`config.mk`:
```
export PLATFORM = sky130hd
export DESIGN_NAME = sp2hp_narrow
export DESIGN_NICKNAME = d
export VERILOG_FILES = /design/src/rtl/sp2hp_pkg.sv /design/src/rtl/sp2hp_unpack.sv /design/src/rtl/sp2hp_round.sv /design/src/rtl/sp2hp_narrow.sv
export SDC_FILE = /design/constraint.sdc
export NUM_CORES = 1
export LEC_CHECK = 0
export CAP_MARGIN = 20
export CORE_ASPECT_RATIO = 1.25
export CORE_MARGIN = 2
export CORE_UTILIZATION = 55
export DETAILED_ROUTE_END_ITERATION = 6
export DONT_BUFFER_PORTS = 1
export HOLD_SLACK_MARGIN = 0.06
export PLACE_DENSITY = 0.7
export SLEW_MARGIN = 25
export SYNTH_ARGS = -nofsm -noshare
export SYNTH_HDL_FRONTEND = slang
export SYNTH_SLANG_ARGS = --single-unit
```
`constraint.sdc`:
```
create_clock -name clk -period 12.4 [get_ports clk]
set_input_delay 1.24 -clock clk [delete_from_list [all_inputs] [get_ports clk]]
set_output_delay 1.24 -clock clk [all_outputs]
set_load 0.05 [all_outputs]
```
`src/rtl/sp2hp_pkg.sv`:
```
package sp2hp_pkg;
  localparam int SP_EW     = 8;
  localparam int SP_FW     = 23;
  localparam int HP_EW     = 5;
  localparam int HP_FW     = 10;
  localparam int SP_W      = 1 + SP_EW + SP_FW;
  localparam int HP_W      = 1 + HP_EW + HP_FW;
  localparam int SP_BIAS   = (1 << (SP_EW - 1)) - 1;
  localparam int HP_BIAS   = (1 << (HP_EW - 1)) - 1;
  localparam int SIG_W     = SP_FW + 1;
  localparam int KEEP_W    = HP_FW + 1;
  localparam int XEXP_W    = SP_EW + 2;
  localparam int SHIFT_CAP = SIG_W;
  localparam int ALN_W     = 2 * SIG_W;

  typedef enum logic [1:0] {
    RM_NEAR = 2'd0,
    RM_UP   = 2'd1,
    RM_DOWN = 2'd2,
    RM_ZERO = 2'd3
  } rmode_e;

  typedef enum logic [2:0] {
    CL_NUM   = 3'd0,
    CL_ZERO  = 3'd1,
    CL_INF   = 3'd2,
    CL_NAN   = 3'd3,
    CL_FLUSH = 3'd4
  } opcls_e;

  typedef struct packed {
    logic                     sign;
    opcls_e                   cls;
    logic [KEEP_W-1:0]        kept;
    logic                     guard;
    logic                     sticky;
    logic signed [XEXP_W-1:0] exp_pre;
    logic                     nan_quiet;
    logic [HP_FW-2:0]         nan_pay;
    rmode_e                   rmode;
    logic                     alt_fmt;
    logic                     dflt_nan;
  } s1_t;

  typedef struct packed {
    logic invalid;
    logic overflow;
    logic underflow;
    logic inexact;
    logic in_denorm;
  } flags_t;
endpackage

```
`src/rtl/sp2hp_unpack.sv`:
```
module sp2hp_unpack
  import sp2hp_pkg::*;
(
  input  logic [SP_W-1:0] op,
  input  logic [1:0]      rmode,
  input  logic            alt_fmt,
  input  logic            dflt_nan,
  input  logic            flush,
  output s1_t             dec
);
  localparam int SH_W = $clog2(SHIFT_CAP + 1);
  localparam logic signed [XEXP_W-1:0] REBIAS = XEXP_W'(SP_BIAS - HP_BIAS);
  localparam logic signed [XEXP_W-1:0] ONE_X  = XEXP_W'(1);
  localparam logic signed [XEXP_W-1:0] ZERO_X = XEXP_W'(0);
  localparam logic signed [XEXP_W-1:0] CAP_X  = XEXP_W'(SHIFT_CAP);

  logic                     sign;
  logic [SP_EW-1:0]         ex;
  logic [SP_FW-1:0]         fr;
  logic                     ex_max, ex_zero, fr_zero;
  logic [SP_EW-1:0]         ex_eff;
  logic signed [XEXP_W-1:0] he, deficit;
  logic [SH_W-1:0]          sh;
  logic [SIG_W-1:0]         sig;
  logic [ALN_W-1:0]         aln;

  always_comb begin
    sign    = op[SP_W-1];
    ex      = op[SP_W-2 -: SP_EW];
    fr      = op[SP_FW-1:0];
    ex_max  = &ex;
    ex_zero = ~|ex;
    fr_zero = ~|fr;

    // subnormal singles share the exponent of the smallest normal
    ex_eff  = ex_zero ? SP_EW'(1) : ex;
    he      = $signed({2'b00, ex_eff}) - REBIAS;
    deficit = ONE_X - he;

    if (he > ZERO_X)         sh = '0;
    else if (deficit >= CAP_X) sh = SH_W'(SHIFT_CAP);
    else                     sh = SH_W'(deficit);

    sig = {~ex_zero, fr};
    aln = {sig, {SIG_W{1'b0}}} >> sh;

    dec.sign      = sign;
    dec.kept      = aln[ALN_W-1 -: KEEP_W];
    dec.guard     = aln[ALN_W-1-KEEP_W];
    dec.sticky    = |aln[ALN_W-2-KEEP_W:0];
    dec.exp_pre   = (he > ZERO_X) ? he : ZERO_X;
    dec.nan_quiet = fr[SP_FW-1];
    dec.nan_pay   = fr[SP_FW-2 -: (HP_FW-1)];
    dec.rmode     = rmode_e'(rmode);
    dec.alt_fmt   = alt_fmt;
    dec.dflt_nan  = dflt_nan;

    if (ex_max && fr_zero)       dec.cls = CL_INF;
    else if (ex_max)             dec.cls = CL_NAN;
    else if (ex_zero && fr_zero) dec.cls = CL_ZERO;
    else if (ex_zero && flush)   dec.cls = CL_FLUSH;
    else                         dec.cls = CL_NUM;
  end
endmodule

```
`src/rtl/sp2hp_round.sv`:
```
module sp2hp_round
  import sp2hp_pkg::*;
(
  input  s1_t             d,
  output logic [HP_W-1:0] res,
  output flags_t          flg
);
  localparam logic [HP_EW-1:0] EXP_ONES  = '1;
  localparam logic [HP_EW-1:0] EXP_TOP   = EXP_ONES - HP_EW'(1);
  localparam logic [HP_FW-1:0] FRAC_ONES = '1;
  localparam logic signed [XEXP_W-1:0] IEEE_LIM = XEXP_W'((1 << HP_EW) - 1);
  localparam logic signed [XEXP_W-1:0] ALT_LIM  = XEXP_W'(1 << HP_EW);
  localparam logic signed [XEXP_W-1:0] ZERO_X   = XEXP_W'(0);

  logic                     inexact_raw, up, to_inf, tiny, carry;
  logic [KEEP_W:0]          mant;
  logic signed [XEXP_W-1:0] ex_post;
  logic [HP_FW-1:0]         frac;
  logic [HP_W-1:0]          packed_res, inf_res, maxfin_res, altmax_res, zero_res;

  always_comb begin
    inexact_raw = d.guard | d.sticky;
    up     = 1'b0;
    to_inf = 1'b0;
    unique case (d.rmode)
      RM_NEAR: begin up = d.guard & (d.sticky | d.kept[0]); to_inf = 1'b1;    end
      RM_UP:   begin up = inexact_raw & ~d.sign;           to_inf = ~d.sign; end
      RM_DOWN: begin up = inexact_raw & d.sign;            to_inf = d.sign;  end
      default: begin up = 1'b0;                            to_inf = 1'b0;    end
    endcase

    tiny    = (d.exp_pre == ZERO_X);
    mant    = {1'b0, d.kept} + {{KEEP_W{1'b0}}, up};
    // subnormal carry reaches the hidden position, normal carry one above
    carry   = tiny ? mant[KEEP_W-1] : mant[KEEP_W];
    ex_post = d.exp_pre + $signed({{(XEXP_W-1){1'b0}}, carry});
    frac    = mant[KEEP_W] ? mant[KEEP_W-1:1] : mant[HP_FW-1:0];

    packed_res = {d.sign, ex_post[HP_EW-1:0], frac};
    inf_res    = {d.sign, EXP_ONES, {HP_FW{1'b0}}};
    maxfin_res = {d.sign, EXP_TOP, FRAC_ONES};
    altmax_res = {d.sign, EXP_ONES, FRAC_ONES};
    zero_res   = {d.sign, {(HP_W-1){1'b0}}};

    res = zero_res;
    flg = '0;
    unique case (d.cls)
      CL_ZERO: res = zero_res;
      CL_FLUSH: begin
        res           = zero_res;
        flg.in_denorm = 1'b1;
      end
      CL_INF: begin
        if (d.alt_fmt) begin
          res         = altmax_res;
          flg.invalid = 1'b1;
        end else begin
          res = inf_res;
        end
      end
      CL_NAN: begin
        if (d.alt_fmt) begin
          res         = zero_res;
          flg.invalid = 1'b1;
        end else begin
          flg.invalid = ~d.nan_quiet;
          if (d.dflt_nan) res = {1'b0, EXP_ONES, 1'b1, {(HP_FW-1){1'b0}}};
          else            res = {d.sign, EXP_ONES, 1'b1, d.nan_pay};
        end
      end
      default: begin
        if (!d.alt_fmt && ex_post >= IEEE_LIM) begin
          res          = to_inf ? inf_res : maxfin_res;
          flg.overflow = 1'b1;
          flg.inexact  = 1'b1;
        end else if (d.alt_fmt && ex_post >= ALT_LIM) begin
          res         = altmax_res;
          flg.invalid = 1'b1;
        end else begin
          res           = packed_res;
          flg.inexact   = inexact_raw;
          flg.underflow = tiny & inexact_raw;
        end
      end
    endcase
  end
endmodule

```
`src/rtl/sp2hp_narrow.sv`:
```
module sp2hp_narrow
  import sp2hp_pkg::*;
(
  input  logic            clk,
  input  logic            rst,
  input  logic            in_valid,
  input  logic [SP_W-1:0] in_single,
  input  logic [1:0]      in_rmode,
  input  logic            in_alt_fmt,
  input  logic            in_dflt_nan,
  input  logic            in_flush,
  output logic            out_valid,
  output logic [HP_W-1:0] out_half,
  output logic            out_invalid,
  output logic            out_overflow,
  output logic            out_underflow,
  output logic            out_inexact,
  output logic            out_in_denorm
);
  s1_t             dec, s1_q;
  logic            s1_vld;
  logic [HP_W-1:0] rnd_res;
  flags_t          rnd_flg;

  sp2hp_unpack u_unpack (
    .op       (in_single),
    .rmode    (in_rmode),
    .alt_fmt  (in_alt_fmt),
    .dflt_nan (in_dflt_nan),
    .flush    (in_flush),
    .dec      (dec)
  );

  always_ff @(posedge clk) begin
    if (rst) begin
      s1_vld <= 1'b0;
      s1_q   <= '0;
    end else begin
      s1_vld <= in_valid;
      if (in_valid) s1_q <= dec;
    end
  end

  sp2hp_round u_round (
    .d   (s1_q),
    .res (rnd_res),
    .flg (rnd_flg)
  );

  always_ff @(posedge clk) begin
    if (rst) begin
      out_valid     <= 1'b0;
      out_half      <= '0;
      out_invalid   <= 1'b0;
      out_overflow  <= 1'b0;
      out_underflow <= 1'b0;
      out_inexact   <= 1'b0;
      out_in_denorm <= 1'b0;
    end else begin
      out_valid <= s1_vld;
      if (s1_vld) begin
        out_half      <= rnd_res;
        out_invalid   <= rnd_flg.invalid;
        out_overflow  <= rnd_flg.overflow;
        out_underflow <= rnd_flg.underflow;
        out_inexact   <= rnd_flg.inexact;
        out_in_denorm <= rnd_flg.in_denorm;
      end
    end
  end
endmodule

```
==> key figures, run 1 <==
Synthesis
  – Sequential share of the synthesized area: 0.258
  – Number of flops mapped to enable cells by yosys: 0
  – Mapped Avg Cell Area: 7.49 µm²
  – Most instantiated flip-flop cell in the synthesis netlist: dfxtp_1
  – Library cells used by synthesis: 82
  – Gate count of the mapped netlist: 652
  – Mapped Nets: 704
  – Yosys warnings: 0
  – Post-synthesis cell area: 4880 µm²
  – Async SR Flop Fraction: 0
  – FF+latch count, synth: 63

Routing
  – Remaining number of nets flagged by the antenna check after routing: 0
  – Pre-antenna DRT Iters: 5
  – Routed length on met3: 1.09 mm
  – Vias: 4,943
  – First-iteration detailed-routing DRC count: 332
  – Top sig layer: met4
  – Final routed DRC violation total: 0
  – Length of routed wiring on met1: 5.85 mm
  – Routed wire length per instance: 19.7 µm
  – Length of routed met2 wiring: 6.79 mm
  – Total wirelength of the detailed-routed design: 14.7 mm
  – Drt via density: 6.65

Critical path
  – Critical path endpoint category: register
  – Arr. time, crit path: 5590 ps
  – Slowest stage delay, CP: 450 ps
  – Required time of the worst setup path: 12,680 ps
  – Type of the setup path with the least slack: register to register
  – Slack of the worst reg-to-reg path: 7100 ps
  – Cell type with the highest occurrence count on the critical path: ha_1
  – Startpoint types: register
  – Maximum fanout along the worst path: 7
  – Cell breakdown of the critical path: inv_1 > ha_1 > xnor2_1 > o211ai_1 > a21oi_1 > ha_1 > ha_1 > nand3_1 > or3_1 > nor3_1 > a31oi_1 > o21ai_0 > ha_1 > ha_1 > nand3_1 > o21ba_2 > o211a_1 > or3_1 > a21oi_1 > nor2b_1 > nor3_1 > o21ai_0 > nand3_1 > a21oi_1
  – Cell with the biggest individual delay on the critical path: or3_1

Clock tree
  – Clock insertion delay at the later pin of the skew report: 350 ps
  – CTS root buf: clkbuf_8
  – Post-CTS clock slew at the launch and capture registers of the worst setup and hold paths: 60 ps
  – Maximum root-to-sink buffer count: 2
  – Cts hold-fix bufs: 0
  – Number of sinks driven by the clock tree: 63
  – Post-CTS setup buffer count: 0
  – Clock tree from TritonCTS: yes
  – Number of H-tree branching levels: 3
  – TritonCTS buffer count: 9
  – Resize count post-CTS: 0

Final layout
  – Final core utilization: 0.581
  – Fillers: 852
  – Number of nets in the layout: 670
  – Final antenna diode count: 0
  – Synth-to-Final Area Change: 2.95%
  – Non-Filler Instances: 743
  – Total non-filler cell area in the finished layout: 5020 µm²
  – Leading cell type in the layout, fill and taps excluded: nor2_1
  – Share of final-layout standard cells stronger than drive strength 1: 0.0530
  – Most frequent cells in the layout: 71 x nor2_1, 63 x dfxtp_1, 59 x nand2_1

Pwr
  – Cell leakage power: 1.80 nW
  – Switching fraction of total power: 0.316
  – Final total power: 502 µW
  – Internal: 343 µW
  – Largest vdd supply drop: 0.0000423 V
  – Power per cell area: 100 nW/µm²
  – Comb pwr share: 0.220
  – Fraction of power consumed by the clock network: 0.307
  – Part of the total power dissipated in sequential elements: 0.472
  – Net switching power of the design: 159 µW

Place
  – IO Port Bufs: 0
  – Dpl cell area: 4850 µm²
  – Placed insts: 727
  – Post-DP HPWL: 10.8 mm
  – Last weighted congestion value of the routability-driven placer: 0.987
  – DP Worst Slack: 7160 ps

STA
  – Final-report hold violation count: 0
  – Max transition margin: 0.343
  – Slew Limit Fails: 0
  – Final WS setup: 7100 ps
  – Final number of setup-violating endpoints: 0
  – Post-Route Hold Slack: 466 ps
  – Crit path time final: 5300 ps
  – Fmax: 0.189 GHz
  – Setup total negative slack: 0 ps
  – Final setup skew: 4.92 ps
  – Actual transition at the worst max-transition pin: 985 ps
  – Ratio of final minimum period to clock period: 0.428
  – RSZ-0062 raised after global routing: no

Global routing
  – GRT Util Overall: 0.312
  – Wire length of the first global-routing pass: 23.5 mm
  – Maximum number of pins on one net before global-route repair: 52
  – Number of antenna violations at the first check in global routing: 0
  – Vias in the first global route: 4,717
  – Remaining global-route overflow: 0

Run status
  – Outcome: completed

Floorplanning
  – Boundary Pins: 62
  – Initial cell density of the core: 0.564
  – Standard-cell row count: 38
  – Core area: 8650 µm²
  – Chip height: 109 µm
  – Die outline area: 9650 µm²
  – Horiz. Die Dim: 88.3 µm

Job
  – Number of max-capacitance violations reported: 0

Min path
  – Type of the tightest min-delay check: register to register
[state kept, by name (all words and copies together), names as in the netlist]
name and count:
out_valid 1, out_half 16, out_in_denorm 1, s1_vld 1, s1_q 40, out_underflow 1
out_inexact 1, out_overflow 1, out_invalid 1
[kinds of logic (layout without fill, tap and decap cells)]
logic type,count (synthesis),in the layout,synth area share
AOI/OAI and AO/OA,217,217,0.314
muxes,30,30,0.0633
and+or+nand+nor,245,245,0.245
DFF,63,63,0.258
buffers and inverters,67,38,0.0559
xor gates and xnor gates,18,18,0.0323
adders and majority gates,12,12,0.0308
[cells in the mapped netlist (3+ instances only)]
cell       number  area, µm²
nor2_1         72        270
dfxtp_1        63       1260
nand2_1        59        221
a21oi_1        44        220
o21ai_0        40        200
clkbuf_1       36        135
nand3_1        25        125
mux2i_1        23        230
nor3_1         21        105
inv_1          17       63.8
nand2b_1       13       81.3
ha_1           12        150
o22ai_1        12       75.1
a211oi_1       11       82.6
a22o_1         11       96.3
xnor2_1        11       96.3
a31oi_1        10       62.6
o211ai_1       10       75.1
a21o_1          9       67.6
nor4_1          8       50.1
buf_1           7       26.3
or3_1           7       43.8
xor2_1          7       61.3
mux2_2          6       67.6
nor2b_1         6       37.5
o22a_1          6       52.6
and2_1          5       31.3
nand4_1         5       31.3
o221ai_1        5       43.8
a21boi_0        4       30.0
a311oi_1        4       35.0
and3_1          4       25.0
or4b_1          4       40.0
a211o_1         3       26.3
nor3b_1         3       22.5
o2111ai_1       3       26.3
o31a_1          3       26.3
or4_1           3       22.5
[path summary, 6_finish.rpt]
kind / from / end / cells after the start
hold / removal: s1_q[22] / s1_q[22] / 2
setup / recovery: s1_q[2] / out_half[8] / 24
hold reg to reg: s1_q[22] / s1_q[22] / 2
setup reg to reg: s1_q[2] / out_half[8] / 24
[layer usage]
metal | global-route usage | vias up
met5 | 0 | -
met4 | 0.200 | 0
met3 | 0.0623 | 68
met2 | 0.512 | 262
met1 | 0.367 | 2242
li1 | - | 2371
[area by class of cell]
cell class / instances / area [µm²] / area share
multi-input combinational: 522 / 3350 / 0.667
inverter: 19 / 71.3 / 0.0142
clock buffer: 16 / 170 / 0.0339
timing repair buffer: 3 / 22.5 / 0.00448
tap: 120 / 150 / 0.0299
sequential: 63 / 1260 / 0.251
[critical path: cells and delay by family (launching register included)]
family | cells | cell delay [ps]
and+or+nand+nor | 8 | 1780
DFF | 1 | 390
xor gates and xnor gates | 1 | 150
adders and majority gates | 5 | 1060
AOI/OAI and AO/OA | 9 | 1780
buffers and inverters | 1 | 80
[power by group through the flow]
stage | logic [mW] | registers, mW | clock network [mW]
global placement | 0.107 | 0.241 | 0
CTS | 0.109 | 0.237 | 0.159
floorplan | 0.0975 | 0.237 | 0
global route | 0.122 | 0.239 | 0.169
finish | 0.111 | 0.237 | 0.154
detailed placement | 0.108 | 0.241 | 0
Power figures use the tool's default switching activity.
==> run 2, diff against run 1 <==
Settings changed: PLACE_DENSITY 0.7 to 0.73.
Clock period 12.4 ns to 4.4 ns, I/O delays scaled along.
==> key figures, run 2 (synthesized netlist as in run 1, its figures left out) <==
Place
  – IO Port Bufs: 0 (unchanged)
  – DP Worst Slack: -180 ps (-7340 ps)
  – Last weighted congestion value of the routability-driven placer: 1.01 (+2.5%)
  – Post-DP HPWL: 11.3 mm (+4.9%)

Global routing
  – Vias in the first global route: 4,986 (+5.7%)
  – GRT Util Overall: 0.323 (+0.0108)
  – Remaining global-route overflow: 0 (unchanged)
  – Maximum number of pins on one net before global-route repair: 52 (unchanged)
  – Wire length of the first global-routing pass: 24.3 mm (+3.7%)
  – Number of antenna violations at the first check in global routing: 0 (unchanged)

Floorplanning
  – Boundary Pins: 62 (unchanged)
  – Initial cell density of the core: 0.564 (unchanged)
  – Chip height: 109 µm (unchanged)
  – Die outline area: 9650 µm² (unchanged)
  – Horiz. Die Dim: 88.3 µm (unchanged)
  – Standard-cell row count: 38 (unchanged)
  – Core area: 8650 µm² (unchanged)

Final layout
  – Number of nets in the layout: 698 (+4.2%)
  – Synth-to-Final Area Change: 12.5%
  – Multi-input gate area: 3560 µm² (+6.4%)
  – Biggest register: s1_q
  – Sequential cell area: 1260 µm² (+0.20%)
  – Leading cell type in the layout, fill and taps excluded: nor2_1
  – Share of final-layout standard cells stronger than drive strength 1: 0.152 (+0.0991)
  – Final core utilization: 0.634 (+0.0538)
  – Registers with the highest flip-flop counts: s1_q (40), out_half (16)
  – Number of flip-flops in the largest register: 40 (unchanged)
  – Final antenna diode count: 0 (unchanged)
  – Most frequent cells in the layout: 71 x nor2_1, 61 x dfxtp_1, 59 x nand2_1
  – Fillers: 775 (-9.0%)

Clock tree
  – Number of H-tree branching levels: 3 (unchanged)
  – Number of sinks driven by the clock tree: 63 (unchanged)
  – Clock tree from TritonCTS: yes
  – TritonCTS buffer count: 9 (unchanged)
  – Clock insertion delay at the later pin of the skew report: 360 ps (about the same)
  – CTS root buf: clkbuf_8
  – Maximum root-to-sink buffer count: 2 (unchanged)
  – Post-CTS clock slew at the launch and capture registers of the worst setup and hold paths: 70 ps (about the same)

Pwr
  – Final total power: 1.50 mW (+200%)
  – Power per cell area: 274 nW/µm² (+170%)
  – Cell leakage power: 2.00 nW (+11%)
  – Largest vdd supply drop: 0.000108 V (+160%)

Routing
  – Routed wire length per instance: 20.1 µm (+1.6%)
  – Remaining number of nets flagged by the antenna check after routing: 0 (unchanged)
  – Pre-antenna DRT Iters: 5 (unchanged)
  – Total wirelength of the detailed-routed design: 15.5 mm (+5.4%)
  – First-iteration detailed-routing DRC count: 351 (+5.7%)
  – Final routed DRC violation total: 0 (unchanged)
  – Vias: 5,138 (+3.9%)
  – Drt via density: 6.66 (+0.17%)

Run status
  – Outcome: completed

Job
  – Number of max-capacitance violations reported: 0 (unchanged)

STA
  – Ratio of final minimum period to clock period: 0.996 (+0.568)
  – Max transition margin: 0.469 (+0.127)
  – Final WS setup: 18.3 ps (-7080 ps)
  – Final number of setup-violating endpoints: 0 (unchanged)
  – Final-report hold violation count: 0 (unchanged)
  – Slew Limit Fails: 0 (unchanged)
  – Final setup skew: 5.83 ps (+0.907 ps)
  – Actual transition at the worst max-transition pin: 794 ps (-191 ps)
  – Fmax: 0.228 GHz (+21%)
  – Crit path time final: 4380 ps (-923 ps)
  – RSZ-0062 raised after global routing: yes
  – Setup total negative slack: 0 ps (unchanged)

Critical path
  – Required time of the worst setup path: 4640 ps (-8040 ps)
  – Arr. time, crit path: 4620 ps (-970 ps)
  – Maximum fanout along the worst path: 5 (-2)
  – Critical path endpoint category: register
  – Startpoint types: register
  – Type of the setup path with the least slack: register to register

Min path
  – Type of the tightest min-delay check: input port to register
## run 2: changes by cell type in the layout (fill, tap and decap cells not counted), moves of 5 or more
cell,previous run,this run
o21ai_0,40,35
o21ai_1,2,7
clkbuf_1,5,0
a21oi_1,44,39
ha_1,12,7
nor3_1,21,15
buf_4,3,29
## run 2: cell type report
type / instances / area share
clock inverter: 3 / 0.00273
clock buffer: 13 / 0.0326
multi-input combinational: 522 / 0.649
timing repair buffer: 31 / 0.0454
sequential: 63 / 0.230
inverter: 19 / 0.0130
tap: 120 / 0.0273
## run 2: layer usage
layer  part of all wire  GRT usage  vias to the layer above
li1                   -          -                     2426
met1               0.39      0.363                     2405
met2               0.50      0.565                      251
met3              0.068     0.0526                       56
met4              0.048      0.194                        0
met5                  0          0                        -
## run 2: timing repair
action / CTS / global route
pin swaps: 11 / 15
setup endpoints to repair: 15 / 15
hold buffers: 0 / 0
gates resized for setup: 17 / 23
setup buffers: 1 / 5
## run 2: critical path, cell delays in order (launching register included)
cell      delay [ps]
dfxtp_2          340
inv_2             50
ha_4             160
xnor2_2          140
o211ai_1         100
a21oi_1          150
ha_2             220
ha_4             140
nand3_2           80
or3_4            370
o211ai_1         160
o21ai_1          110
ha_2             220
buf_4            140
and3_1           200
and3_4           190
buf_4            130
o211a_1          130
or3_4            380
a21oi_4          220
nand2_1          120
nand2b_1         190
a21oi_1           90
a211oi_2         180
nor3_1            80
## run 2: final timing paths
kind                               start           to  slack (ps)  cells after the start
worst min register to register  s1_q[30]     s1_q[30]         490                      2
worst max register to register   s1_q[2]  out_half[5]          20                     24
worst max-delay path             s1_q[2]  out_half[5]          20                     24
worst min-delay path                 rst  out_half[2]         140                      1
## run 2: per-stage QoR
| stage | instance area [µm²] | hold slack (ps) | instances |
|---|---|---|---|
| 5_1_grt | 5490 | 130 | 771 |
| 2_1_floorplan | 4930 | 444 | 652 |
| 3_3_place_gp | 5070 | 453 | 749 |
| 3_5_place_dp | 5080 | 469 | 749 |
| 6_report | 5490 | 142 | 771 |
| 4_1_cts | 5370 | 136 | 766 |
## run 2: power breakdown
| part | leakage (nW) | internal (mW) | total (mW) | switching (mW) |
|---|---|---|---|---|
| Clock | 0.105 | 0.263 | 0.479 | 0.216 |
| Sequential | 0.516 | 0.602 | 0.672 | 0.0701 |
| Combinational | 1.38 | 0.155 | 0.353 | 0.198 |
==> run 3, diff against run 2 <==
Settings changed: ABC_AREA set to 1.
==> key figures, run 3 <==
Run status
  – Outcome: completed

Synthesis
  – Mapped Nets: 846 (+20%)
  – Most instantiated library cell after synthesis: nand2_1
  – Number of flops mapped to enable cells by yosys: 0 (unchanged)
  – FF+latch count, synth: 63 (unchanged)
  – Library cells used by synthesis: 37 (-55%)
  – Yosys warnings: 0 (unchanged)
  – Top area cells in the synthesized netlist: dfxtp_1 26%, nand2_1 17%, nand3_1 16%, inv_1 6.8%, nor2_1 4.2%
  – Mapped Avg Cell Area: 6.01 µm² (-20%)
  – Async SR Flop Fraction: 0 (unchanged)
  – Gate count of the mapped netlist: 794 (+22%)
  – Post-synth top area share: 0.264 (+0.00603)
  – Post-synthesis cell area: 4770 µm² (-2.3%)
  – Most area-hungry cell type in the Yosys netlist: dfxtp_1
  – Commonest cells post-synth: 222 x nand2_1, 152 x nand3_1, 86 x inv_1
  – Sequential share of the synthesized area: 0.264 (+0.00603)
  – Most instantiated flip-flop cell in the synthesis netlist: dfxtp_1

Min path
  – Worst Hold Endpoint: out_half[13]
  – Type of the tightest min-delay check: input port to register
  – Worst hold stages: 1 (unchanged)
  – Min-Delay Startpoint: rst

Clock tree
  – Post-CTS clock slew at the launch and capture registers of the worst setup and hold paths: 60 ps (about the same)
  – CTS root buf: clkbuf_8
  – Number of sinks driven by the clock tree: 63 (unchanged)
  – Maximum root-to-sink buffer count: 2 (unchanged)
  – Cts hold-fix bufs: 0 (unchanged)
  – Clock insertion delay at the later pin of the skew report: 350 ps (about the same)
  – Clock tree from TritonCTS: yes
  – Number of H-tree branching levels: 3 (unchanged)
  – TritonCTS buffer count: 9 (unchanged)

Critical path
  – Source of the worst register-to-register timing path: s1_q[2]
  – Worst-case reg-to-reg path depth: 32 (+33%)
  – Reg2Reg Capture Point: out_half[4]
  – Cell with the biggest individual delay on the critical path: dfxtp_2
  – Arr. time, crit path: 4550 ps (-70 ps)
  – Critical path endpoint category: register
  – Type of the setup path with the least slack: register to register
  – Cell type with the highest occurrence count on the critical path: ha_4
  – Startpoint types: register
  – Slowest stage delay, CP: 350 ps (-30 ps)
  – Slack of the worst reg-to-reg path: 140 ps (+120 ps)
  – Required time of the worst setup path: 4690 ps (+50 ps)
  – Maximum fanout along the worst path: 4 (-1)

Final layout
  – Sequential cell area: 1260 µm² (unchanged)
  – Multi-input gate area: 3220 µm² (-9.5%)
  – Final antenna diode count: 0 (unchanged)
  – Biggest register: s1_q
  – Registers with the highest flip-flop counts: s1_q (40), out_half (16)
  – Fillers: 855 (+10%)
  – Share of final-layout standard cells stronger than drive strength 1: 0.101 (-0.0509)
  – Number of flip-flops in the largest register: 40 (unchanged)
  – Number of nets in the layout: 838 (+20%)
  – Most frequent cells in the layout: 217 x nand2_1, 148 x nand3_1, 80 x inv_1
  – Synth-to-Final Area Change: 10.3%
  – Leading cell type in the layout, fill and taps excluded: nand2_1

Global routing
  – Remaining global-route overflow: 0 (unchanged)
  – GRT Util Overall: 0.296 (-0.0269)
  – Wire length of the first global-routing pass: 22.2 mm (-8.9%)
  – Number of antenna violations at the first check in global routing: 0 (unchanged)
  – Vias in the first global route: 4,889 (-1.9%)
  – Maximum number of pins on one net before global-route repair: 35 (-33%)

Place
  – DP Worst Slack: -231 ps (-51.3 ps)
  – Last weighted congestion value of the routability-driven placer: 0.940 (-7.1%)
  – IO Port Bufs: 0 (unchanged)
  – Post-DP HPWL: 10.5 mm (-7.4%)

STA
  – Crit path time final: 4260 ps (-121 ps)
  – RSZ-0062 raised after global routing: yes
  – Max transition margin: 0.334 (-0.136)
  – Final WS setup: 139 ps (+121 ps)
  – Ratio of final minimum period to clock period: 0.968 (-0.0275)
  – Post-Route Hold Slack: 162 ps (+20.1 ps)
  – Final number of setup-violating endpoints: 0 (unchanged)
  – Actual transition at the worst max-transition pin: 997 ps (+203 ps)
  – Final-report hold violation count: 0 (unchanged)
  – Final setup skew: 4.04 ps (-1.79 ps)
  – Slew Limit Fails: 0 (unchanged)
  – Fmax: 0.235 GHz (+2.8%)

Routing
  – Pre-antenna DRT Iters: 7 (+2)
  – Final routed DRC violation total: 0 (unchanged)
  – First-iteration detailed-routing DRC count: 376 (+7.1%)
  – Vias: 5,199 (+1.2%)
  – Routed wire length per instance: 15.6 µm (-22%)
  – Total wirelength of the detailed-routed design: 13.9 mm (-9.9%)
  – Drt via density: 5.84 (-12%)
  – Remaining number of nets flagged by the antenna check after routing: 0 (unchanged)

Floorplanning
  – Standard-cell row count: 38 (unchanged)
  – Core area: 8560 µm² (-1.1%)
  – Chip height: 108 µm (-1.1%)
  – Die outline area: 9440 µm² (-2.2%)
  – Initial cell density of the core: 0.557 (-0.00674)
  – Boundary Pins: 62 (unchanged)
  – Horiz. Die Dim: 87.3 µm (-1.1%)

Job
  – Number of max-capacitance violations reported: 0 (unchanged)

Pwr
  – Power per cell area: 299 nW/µm² (+9.1%)
  – Largest vdd supply drop: 0.000138 V (+28%)
  – Cell leakage power: 2.41 nW (+21%)
run 3: changes by cell type after synthesis, sizes merged, moves of 13 or more:
cell	delta
clkbuf	-21
inv	+72
nor2	-17
nand2	+168
nand2b	-13
nand3	+130
mux2i	-23
a21oi	-17
run 3: power breakdown:
part	internal, mW	total, mW	switching, mW
logic	0.132	0.389	0.256
registers	0.602	0.664	0.0622
clock network	0.306	0.519	0.213
run 3: worst max-delay path by stage:
stage	slack, ps	endpoint	from	depth (start not counted)
2_1_floorplan	200	out_half[5]	s1_q[2]	29
3_3_place_gp	70	out_half[5]	s1_q[2]	31
3_5_place_dp	-230	out_half[5]	s1_q[2]	31
4_1_cts	3	out_half[5]	s1_q[2]	31
5_1_grt	-170	out_half[4]	s1_q[2]	32
6_report	140	out_half[4]	s1_q[2]	32
run 3: area by class of cell:
cell class              instances  area share
inverters                      90      0.0647
multi-input cells             609       0.612
clock inverters                 3     0.00761
flip-flops and latches         63       0.240
well taps                     100      0.0238
repair buffers                 13      0.0193
clock buffers                  13      0.0321
run 3: through the flow:
stage / cell area (µm²) / power [mW] / instances / setup TNS [ps] / util
global placement: 4790 / 1.02 / 870 / 0 / 0.560
global route: 5260 / 1.65 / 891 / -1110 / 0.615
finish: 5260 / 1.57 / 891 / 0 / 0.615
floorplan: 4770 / 0.953 / 794 / 0 / -
detailed placement: 4790 / 1.03 / 870 / -1710 / 0.560
CTS: 5010 / 1.55 / 886 / 0 / 0.586
run 3: cell families (layout without fill, tap and decap cells):
family / Yosys count / after routing / synth area share
adder cells (fa/ha/maj): 12 / 12 / 0.0315
AND/OR/NAND/NOR: 470 / 470 / 0.434
XOR/XNOR: 13 / 13 / 0.0239
flip-flops: 63 / 63 / 0.264
buffers and inverters: 122 / 119 / 0.105
AO/OA/AOI/OAI: 114 / 114 / 0.141
run 3: worst max-delay path: cells and delay by family, from the launching register on:
kind | cells | cell delay [ps]
xor+xnor | 1 | 140
simple gates | 14 | 1290
compound gates | 7 | 1000
flops | 1 | 350
fa+ha+maj | 5 | 840
buf+inv | 5 | 560
run 3: timing repair:
item | in CTS | in global routing
endpoints found under the setup margin | 15 | 18
resized for setup | 6 | 53
setup buffers | 0 | 5
pin swaps | 3 | 19
run 3: per-layer routing:
layer	track usage	vias up	part of all wire
met5	0	-	0
met1	0.337	2323	0.41
met2	0.497	188	0.48
li1	-	2640	-
met4	0.201	0	0.056
met3	0.0519	48	0.057
